[src/rtl/sdram_pwrup_seq.sv]
module sdram_pwrup_seq #(
  parameter int ADDR_W = 13,
  parameter int BA_W = 2,
  parameter int PWR_WAIT = 10000,
  parameter int T_RP = 4,
  parameter int T_RFC = 8,
  parameter int T_MRD = 3,
  parameter int N_REF = 2,
  parameter logic [ADDR_W-1:0] MODE_WORD = 'h027
) (
  input  logic              clk,
  input  logic              rst_n,
  output logic              cke,
  output logic              cs_n,
  output logic              ras_n,
  output logic              cas_n,
  output logic              we_n,
  output logic [1:0]        dqm,
  output logic [ADDR_W-1:0] addr,
  output logic [BA_W-1:0]   ba,
  output logic              init_done
);

  localparam int MAX_A = (PWR_WAIT > T_RFC) ? PWR_WAIT : T_RFC;
  localparam int MAX_B = (T_RP > T_MRD) ? T_RP : T_MRD;
  localparam int MAX_W = (MAX_A > MAX_B) ? MAX_A : MAX_B;
  localparam int CW = $clog2(MAX_W + 1);
  localparam int RW = $clog2(N_REF + 1);

  localparam logic [5:0] W_DESEL = 6'b111111;
  localparam logic [5:0] W_NOP   = 6'b011111;
  localparam logic [5:0] W_PRE   = 6'b001011;
  localparam logic [5:0] W_REF   = 6'b000111;
  localparam logic [5:0] W_LMR   = 6'b000011;

  typedef enum logic [2:0] {
    S_PWR, S_PRE, S_GAP_RP, S_REF, S_GAP_RFC, S_LMR, S_GAP_MRD, S_RDY
  } step_t;

  step_t          st, st_nx;
  logic [CW-1:0]  cnt;
  logic [RW-1:0]  refs;
  logic [CW-1:0]  lim;
  logic           gap_end;
  logic [5:0]     word;

  always_comb begin
    case (st)
      S_PWR:     lim = CW'(PWR_WAIT - 1);
      S_GAP_RP:  lim = CW'(T_RP - 1);
      S_GAP_RFC: lim = CW'(T_RFC - 1);
      S_GAP_MRD: lim = CW'(T_MRD - 1);
      default:   lim = '0;
    endcase
  end

  assign gap_end = (cnt == lim);

  always_comb begin
    st_nx = st;
    case (st)
      S_PWR:     if (gap_end) st_nx = S_PRE;
      S_PRE:     st_nx = S_GAP_RP;
      S_GAP_RP:  if (gap_end) st_nx = S_REF;
      S_REF:     st_nx = S_GAP_RFC;
      S_GAP_RFC: if (gap_end) st_nx = (refs == RW'(N_REF - 1)) ? S_LMR : S_REF;
      S_LMR:     st_nx = S_GAP_MRD;
      S_GAP_MRD: if (gap_end) st_nx = S_RDY;
      default:   st_nx = S_RDY;
    endcase
  end

  always_ff @(posedge clk or negedge rst_n) begin
    if (!rst_n) begin
      st   <= S_PWR;
      cnt  <= '0;
      refs <= '0;
    end else begin
      st <= st_nx;
      if (st_nx != st) cnt <= '0;
      else if (st == S_RDY) cnt <= '0;
      else cnt <= cnt + 1'b1;
      if (st == S_GAP_RFC && st_nx == S_REF) refs <= refs + 1'b1;
    end
  end

  always_comb begin
    case (st)
      S_PWR:   word = W_DESEL;
      S_PRE:   word = W_PRE;
      S_REF:   word = W_REF;
      S_LMR:   word = W_LMR;
      default: word = W_NOP;
    endcase
  end

  assign {cs_n, ras_n, cas_n, we_n, dqm} = word;
  assign cke       = 1'b1;
  assign init_done = (st == S_RDY);
  assign ba        = '0;

  always_comb begin
    addr = '0;
    if (st == S_PRE) addr[10] = 1'b1;
    else if (st == S_LMR) addr = MODE_WORD;
  end

endmodule

[config.mk]
export PLATFORM = sky130hd
export DESIGN_NAME = sdram_pwrup_seq
export DESIGN_NICKNAME = d
export VERILOG_FILES = /design/src/rtl/sdram_pwrup_seq.sv
export SDC_FILE = /design/constraint.sdc
export NUM_CORES = 1
export LEC_CHECK = 0
export ABC_AREA = 1
export CORE_MARGIN = 2
export CORE_UTILIZATION = 40
export CTS_CLUSTER_SIZE = 40
export DETAILED_ROUTE_END_ITERATION = 12
export GPL_TIMING_DRIVEN = 1
export PLACE_DENSITY = 0.62
export SLEW_MARGIN = 5
export SYNTH_ARGS = -nofsm -noshare
export SYNTH_HDL_FRONTEND = slang
export SYNTH_SLANG_ARGS = --single-unit
[constraint.sdc]
create_clock -name clk -period 2.2 [get_ports clk]
set_input_delay 0.55 -clock clk [delete_from_list [all_inputs] [get_ports clk]]
set_output_delay 0.55 -clock clk [all_outputs]
set_load 0.01 [all_outputs]
### After elaboration in Yosys (flattened, before gate mapping)

Cells that the tools add are included.
W data, S select, Z words.

| storage, ports and cells | value |
|---|---|
| flip-flop bits (word level) | 19 |
| input port bits | 2 |
| logic and storage cells | 32 |

| operators by class | value |
|---|---|
| add/subtract/negate cells | 2 |
| eq/ne operators | 11 |
| multiplexer cells | 14 |
| reductions and logical operators | 2 |

Operators with widths:

| cell | number |
|---|---|
| $pmux W14 S4 | 1 |
| $mux W14 | 2 |
| $pmux W6 S4 | 1 |
| $pmux W3 S7 | 1 |
| $mux W3 | 5 |
| $add A14 B1 Y14 const B | 1 |
| $eq A14 B14 Y1 | 1 |
| $eq A3 B3 Y1 const B | 4 |
| $mux W10 | 1 |
| $eq A3 B2 Y1 const B | 3 |
| $mux W6 | 1 |
| $eq A3 B1 Y1 const B | 1 |
| $logic_not A3 Y1 | 1 |
| $ne A3 B3 Y1 | 1 |
| $add A2 B1 Y2 const B | 1 |
| $eq A2 B1 Y1 const B | 1 |
| $mux W2 | 1 |
| $logic_and A1 B1 Y1 | 1 |
| $mux W1 | 1 |

### Longest topological paths before layout

Gate-level depths: netlist of the first run.

| logic depth | value |
|---|---|
| word-level depth | 7 |
| gate-level depth with buffers | 10 |
| mapped depth without buffers | 10 |

### Worst setup path after synthesis of the first run

OpenSTA, ideal clock, no wires.

| path | value |
|---|---|
| kind | reg2out |
| start point | reg st[1] |
| end point | out addr[1] |
| arrival | 1.086 ns |
| required time | 1.650 ns |
| setup slack | 0.564 ns |
| stages on the path, launching flop included | 5 |
| cells stage by stage | dfrtp_1 > inv_2 > nand2_1 > nor2_1 > buf_4 |

| on the way | value |
|---|---|
| word-level cells in the longest chain between the ends | 3 |

Ends and longest elaborated chain:

| what | RTL line | text |
|---|---|---|
| start, declared | 40 | `step_t st, st_nx;` |
| start signal, assigned | 79 | `st <= st_nx;` |
| $eq A3 B3 Y1 | 105 | `else if (st == S_LMR) addr = MODE_WORD;` |
| $mux W6 | 105 |  |
| $mux W10 * | 104 | `if (st == S_PRE) addr[10] = 1'b1;` |
| end, declared | 19 | `output logic [ADDR_W-1:0] addr,` |

Mark *: on every way between the ends. The rest lies on a longest branch, timed or not.

### Worst setup path after layout of the first run

| path | value |
|---|---|
| start point | reg st[2] |
| end point | out ras_n |

| on the way | value |
|---|---|
| word-level cells in the longest chain between the ends | 2 |

Ends and longest elaborated chain:

| what | RTL line | text |
|---|---|---|
| $eq A3 B3 Y1 (tied with other cells) | 88 | `case (st)` |
| $pmux W6 S4 * | 88 |  |
| end, declared | 15 | `output logic ras_n,` |

Marks and branches as above.

==> results of run 1 <==
power breakdown:
group	switching [uW]	internal [uW]
registers	0	349
logic	16.9	2.72
clock network	106	70.6
total	123	422
worst max-delay path: stages, from the launching register on:
cell and delay, ps:
dfrtp_2 440, nand2_2 90, nand2_1 100, clkdlybuf4s50_1 550
per-layer routing:
| metal | GRT usage | part of all wire |
|---|---|---|
| met5 | 0 | 0 |
| met4 | 0.0638 | 0.017 |
| met3 | 0.0252 | 0.065 |
| met2 | 0.257 | 0.44 |
| met1 | 0.224 | 0.48 |
cells by family (layout without fill, tap and decap cells):
group                      Yosys count  after routing  synth area share
and+or+nand+nor                    108            108             0.374
buffers and inverters               41             43             0.168
DFF                                 19             19             0.361
xor gates and xnor gates             7              7            0.0465
AOI/OAI and AO/OA                    6              6            0.0266
adders and majority gates            2              2            0.0190
other                                2             13           0.00569
cell type report:
class / instances / area share
Clock buffer: 4 / 0.0179
Sequential cell: 19 / 0.327
Inverter: 24 / 0.0614
Timing Repair Buffer: 15 / 0.102
Multi-Input combinational cell: 136 / 0.454
Tap cell: 44 / 0.0375
worst paths after layout:
path                       slack, ps       to
max in group asynchronous       1400    st[2]
min reg2reg                      490  refs[1]
min                              490  refs[1]
max reg2reg                      490   cnt[2]
min in group asynchronous        570   cnt[6]
max                              170    ras_n
cell usage after synthesis:
cell type / instances
buf_4: 16
ha_1: 2
nand4_1: 5
nor2_2: 3
nor3_4: 1
nand3_2: 2
nor2_1: 30
nand2_2: 3
xnor2_1: 1
xor2_1: 6
nand2_1: 42
a21oi_1: 1
dfrtp_1: 19
inv_1: 17
buf_6: 1
inv_2: 7
nand3_1: 15
nor3_1: 6
o21ai_0: 3
nor4_2: 1
o21bai_1: 1
a21boi_0: 1
conb_1: 2
stage by stage:
step	cell area [um2]	util	hold WS, ps
floorplan	1360	-	254
global placement	1400	0.452	464
detailed placement	1400	0.452	468
CTS	1450	0.466	496
global route	1470	0.473	516
finish	1470	0.473	492
flip-flops by register name, summed over array words and instances, names as in the netlist:
signal  flops
st          3
cnt        14
refs        2
what timing repair did:
action / CTS / global route
gates cloned: 0 / 0
resized for setup: 6 / 5
pin swaps: 0 / 0
endpoints found under the setup margin: 6 / 5
hold buffers: 0 / 0
setup buffers: 2 / 1
==> flow_metrics.env, run 1 <==
export IMPL_grt_start_max_net_pins=20
export IMPL_grt_pass1_wl_mm=4.46
export IMPL_crit_start="st[2]"
export IMPL_maxCapViolCount=0
export IMPL_io_buffers=11
export IMPL_min_path_cells=2
export IMPL_dp_hpwl_mm=1.97
export IMPL_nets=203
export IMPL_hp_class="reg2reg"
export IMPL_die_area_mm2=0.00377
export IMPL_drive_gt1_frac=0.141
export IMPL_netlist_instances=185
export IMPL_clkTransAtPathRegs_ps=100
export IMPL_synth_seq_area_share=0.361
export IMPL_final_common_cell="nand2_1"
export IMPL_path_max_fanout=6
export IMPL_critPathArrivalTime_ps=1480
export IMPL_drv_slew=0
export IMPL_grt_total_usage=0.162
export IMPL_stdcell_count=242
export IMPL_powerDensity_mw_per_mm2=372
export IMPL_hold_viol=0
export IMPL_ff2ff_path_depth=9
export IMPL_r2r_start="st[1]"
export IMPL_core_area_mm2=0.00310
export IMPL_vdd_drop_max_mv=0.287
export IMPL_ys_seq_elements=19
export IMPL_start_util=0.425
export IMPL_syn_cell_area_mm2=0.00132
export IMPL_cts_buffers=3
export IMPL_place_congestion=0.845
export IMPL_synth_top_cell_area_share=0.361
export IMPL_clk_latency_ps=300
export IMPL_ys_warn_count=0
export IMPL_cts_sinks=19
export IMPL_required_ps=1650
export IMPL_p_leak_uw=0.000812
export IMPL_firstDrtPassIters=5
export IMPL_seq_area_um2=479
export IMPL_grt_pass1_vias=1030
export IMPL_die_w_um=61.4
export IMPL_die_y_um=61.4
export IMPL_cts_htree_levels=1
export IMPL_setup_slack_ps=167
export IMPL_dp_cells=235
export IMPL_period_share=0.924
export IMPL_grt_antenna_before_repair=0
export IMPL_io_pins=25
export IMPL_fin_crit_ps=2030
export IMPL_syn_to_final_growth_pct=11.2
export IMPL_endpoint_kind="output port"
export IMPL_multi_input_area_um2=666
export IMPL_finClkSkew_ps=5.06
export IMPL_clk_path_buf_depth=2
export IMPL_finalSetupViolations=0
export IMPL_rsz0062_at_grt="no"
export IMPL_drtAntennaViolNets=0
export IMPL_status="complete, no violations"
export IMPL_worst_setup_path_type="reg2out"
export IMPL_netlist_cell_type_count=23
export IMPL_final_cell_mix="nand2_1, nor2_1, inv_1"
export IMPL_drtIter0Drc=35
export IMPL_crit_path_start_kind="flop"
export IMPL_post_route_drc_count=0
export IMPL_min_from="refs[1]"
export IMPL_synthTopCellsByArea="dfrtp_1, nand2_1, buf_4"
export IMPL_place_ws_ps=242
export IMPL_synth_top_area_cell="dfrtp_1"
export IMPL_viasPerCell=4.73
export IMPL_wire_per_inst_um=10.6
export IMPL_setup_tns_ps=0
export IMPL_num_rows=20
export IMPL_n_fill_cell=301
export IMPL_tritoncts="built"
export IMPL_grt_overflow=0
export IMPL_fmax_mhz=492
export IMPL_cts_root_buf="clkbuf_4"
export IMPL_p_total_uw=546
export IMPL_antennaDiodeCount=0
export IMPL_wl_mm=2.56
export IMPL_route_vias_total=1145
export IMPL_syn_avg_cell_area_um2=7.13
No activity file was read; power rests on OpenSTA's default activity.
==> run 2, diff against run 1 <==
--- a/config.mk
+++ b/config.mk
@@ -11,7 +11,7 @@
 export CTS_CLUSTER_SIZE = 40
 export DETAILED_ROUTE_END_ITERATION = 12
 export GPL_TIMING_DRIVEN = 1
-export PLACE_DENSITY = 0.62
+export SKIP_CTS_REPAIR_TIMING = 1
 export SLEW_MARGIN = 5
 export SYNTH_ARGS = -nofsm -noshare
 export SYNTH_HDL_FRONTEND = slang
==> run 2 against run 1 <==
  * Design area grew 0.94%
  * Routed wire length grew 3.0%
  * Worst hold slack gained 4.2 ps
  * First-iteration DRC count shrank 17%
  * Non-clock buffer count grew 1
  * Core utilization grew 0.44 points
  * Clock-buffer cell count shrank 1
  * Via count shrank 0.96%
==> flow_metrics.env, run 2 (synthesized netlist as in run 1, its figures left out) <==
export IMPL_critPathArrivalTime_ps=1540
export IMPL_worst_setup_path_type="reg2out"
export IMPL_clk_path_buf_depth=2
export IMPL_r2r_start="st[1]"
export IMPL_antennaDiodeCount=0
export IMPL_met1_usage=0.230
export IMPL_sw_frac_of_total=0.238
export IMPL_die_y_um=61.4
export IMPL_top_register="cnt"
export IMPL_cts_buffers=3
export IMPL_n_fill_cell=319
export IMPL_maxCapViolCount=0
export IMPL_crit_start="st[1]"
export IMPL_finalSetupViolations=0
export IMPL_tritoncts="built"
export IMPL_io_pins=25
export IMPL_p_leak_uw=0.000817
export IMPL_endpoint_kind="output port"
export IMPL_crit_path_start_kind="flop"
export IMPL_wl_mm=2.63
export IMPL_grt_overflow=0
export IMPL_clk_latency_ps=300
export IMPL_required_ps=1650
export IMPL_largest_reg_flops=14
export IMPL_final_common_cell="nand2_1"
export IMPL_grt_pass1_vias=1003
export IMPL_nets=204
export IMPL_die_w_um=61.4
export IMPL_firstDrtPassIters=4
export IMPL_drtAntennaViolNets=0
export IMPL_hp_class="reg2reg"
export IMPL_clkPwrFrac=0.331
export IMPL_place_congestion=0.904
export IMPL_fin_crit_ps=2090
export IMPL_grt_antenna_before_repair=0
export IMPL_gr_usage_met3=0.0504
export IMPL_io_buffers=11
export IMPL_stdcell_count=243
export IMPL_drv_slew=0
export IMPL_use_met2=0.249
export IMPL_grt_busiest_layer="met2"
export IMPL_whs_ps=496
export IMPL_cts_root_buf="clkbuf_4"
export IMPL_clkTransAtPathRegs_ps=110
export IMPL_status="complete, no violations"
export IMPL_drive_gt1_frac=0.151
export IMPL_grt_pass1_wl_mm=4.51
export IMPL_combPwrFrac=0.036
export IMPL_min_from="refs[1]"
export IMPL_period_share=0.950
export IMPL_finClkSkew_ps=2.27
export IMPL_place_ws_ps=213
export IMPL_p_sw_uw=131
export IMPL_post_route_drc_count=0
export IMPL_vdd_drop_max_mv=0.293
export IMPL_final_cell_mix="nand2_1, nor2_1, inv_1"
export IMPL_cts_htree_levels=1
export IMPL_grt_start_max_net_pins=20
export IMPL_power_frac_seq=0.634
export IMPL_internal_power_uw=420
export IMPL_start_util=0.425
export IMPL_setup_slack_ps=111
export IMPL_syn_to_final_growth_pct=12.2
export IMPL_die_area_mm2=0.00377
export IMPL_wire_per_inst_um=10.8
export IMPL_rsz0062_at_grt="no"
export IMPL_cts_sinks=19
export IMPL_viasPerCell=4.67
export IMPL_final_core_util=0.477
export IMPL_fmax_mhz=479
export IMPL_setup_tns_ps=0
export IMPL_num_rows=20
export IMPL_dp_hpwl_mm=1.96
export IMPL_hold_viol=0
export IMPL_core_area_mm2=0.00310
export IMPL_route_vias_total=1134
export IMPL_grt_total_usage=0.162
export IMPL_path_max_fanout=5
export IMPL_dp_cells=235
export IMPL_drtIter0Drc=29
export IMPL_powerDensity_mw_per_mm2=372
export IMPL_top_regs="cnt x14, st x3, refs x2"
## run 2: path summary, 6_finish.rpt
path	end	slack, ps	depth (start not counted)
worst max-delay path	addr[10]	110	4
worst min-delay path	refs[1]	500	2
worst max register to register	cnt[7]	420	9
worst min register to register	refs[1]	500	2
max in group asynchronous	st[2]	1410	2
min in group asynchronous	cnt[9]	570	2
## run 2: routing by layer
| metal | vias to the layer above | part of all wire |
|---|---|---|
| met3 | 2 | 0.063 |
| met1 | 519 | 0.48 |
| met2 | 40 | 0.45 |
| li1 | 573 | - |
| met4 | 0 | 0.0072 |
| met5 | - | 0 |
## run 2: worst max-delay path, stage by stage (launching register included)
cell and delay (ps):
dfrtp_2 460, inv_2 70, nand2_1 80, nor2_1 90
clkdlybuf4s50_1 530
## run 2: power by group through the flow
stage,Combinational (uW),Sequential [uW],Clock (uW)
detailed placement,19.8,356,0
floorplan,26.8,356,0
finish,19.7,349,182
CTS,19.9,349,191
global placement,19.7,356,0
global route,24.3,349,204
## run 2: cell type report
cell class	count	area (um2)	area share
repair buffers	16	163	0.110
clock buffers	3	22.5	0.0152
flip-flops and latches	19	479	0.324
well taps	44	55.1	0.0372
inverters	24	90.1	0.0609
clock inverters	1	5.00	0.00338
multi-input cells	136	666	0.450
## run 2: per-stage QoR
| step | area (um2) | total power (uW) |
|---|---|---|
| 2_1_floorplan | 1360 | 383 |
| 3_3_place_gp | 1400 | 376 |
| 3_5_place_dp | 1400 | 376 |
| 4_1_cts | 1430 | 560 |
| 5_1_grt | 1480 | 577 |
| 6_report | 1480 | 551 |
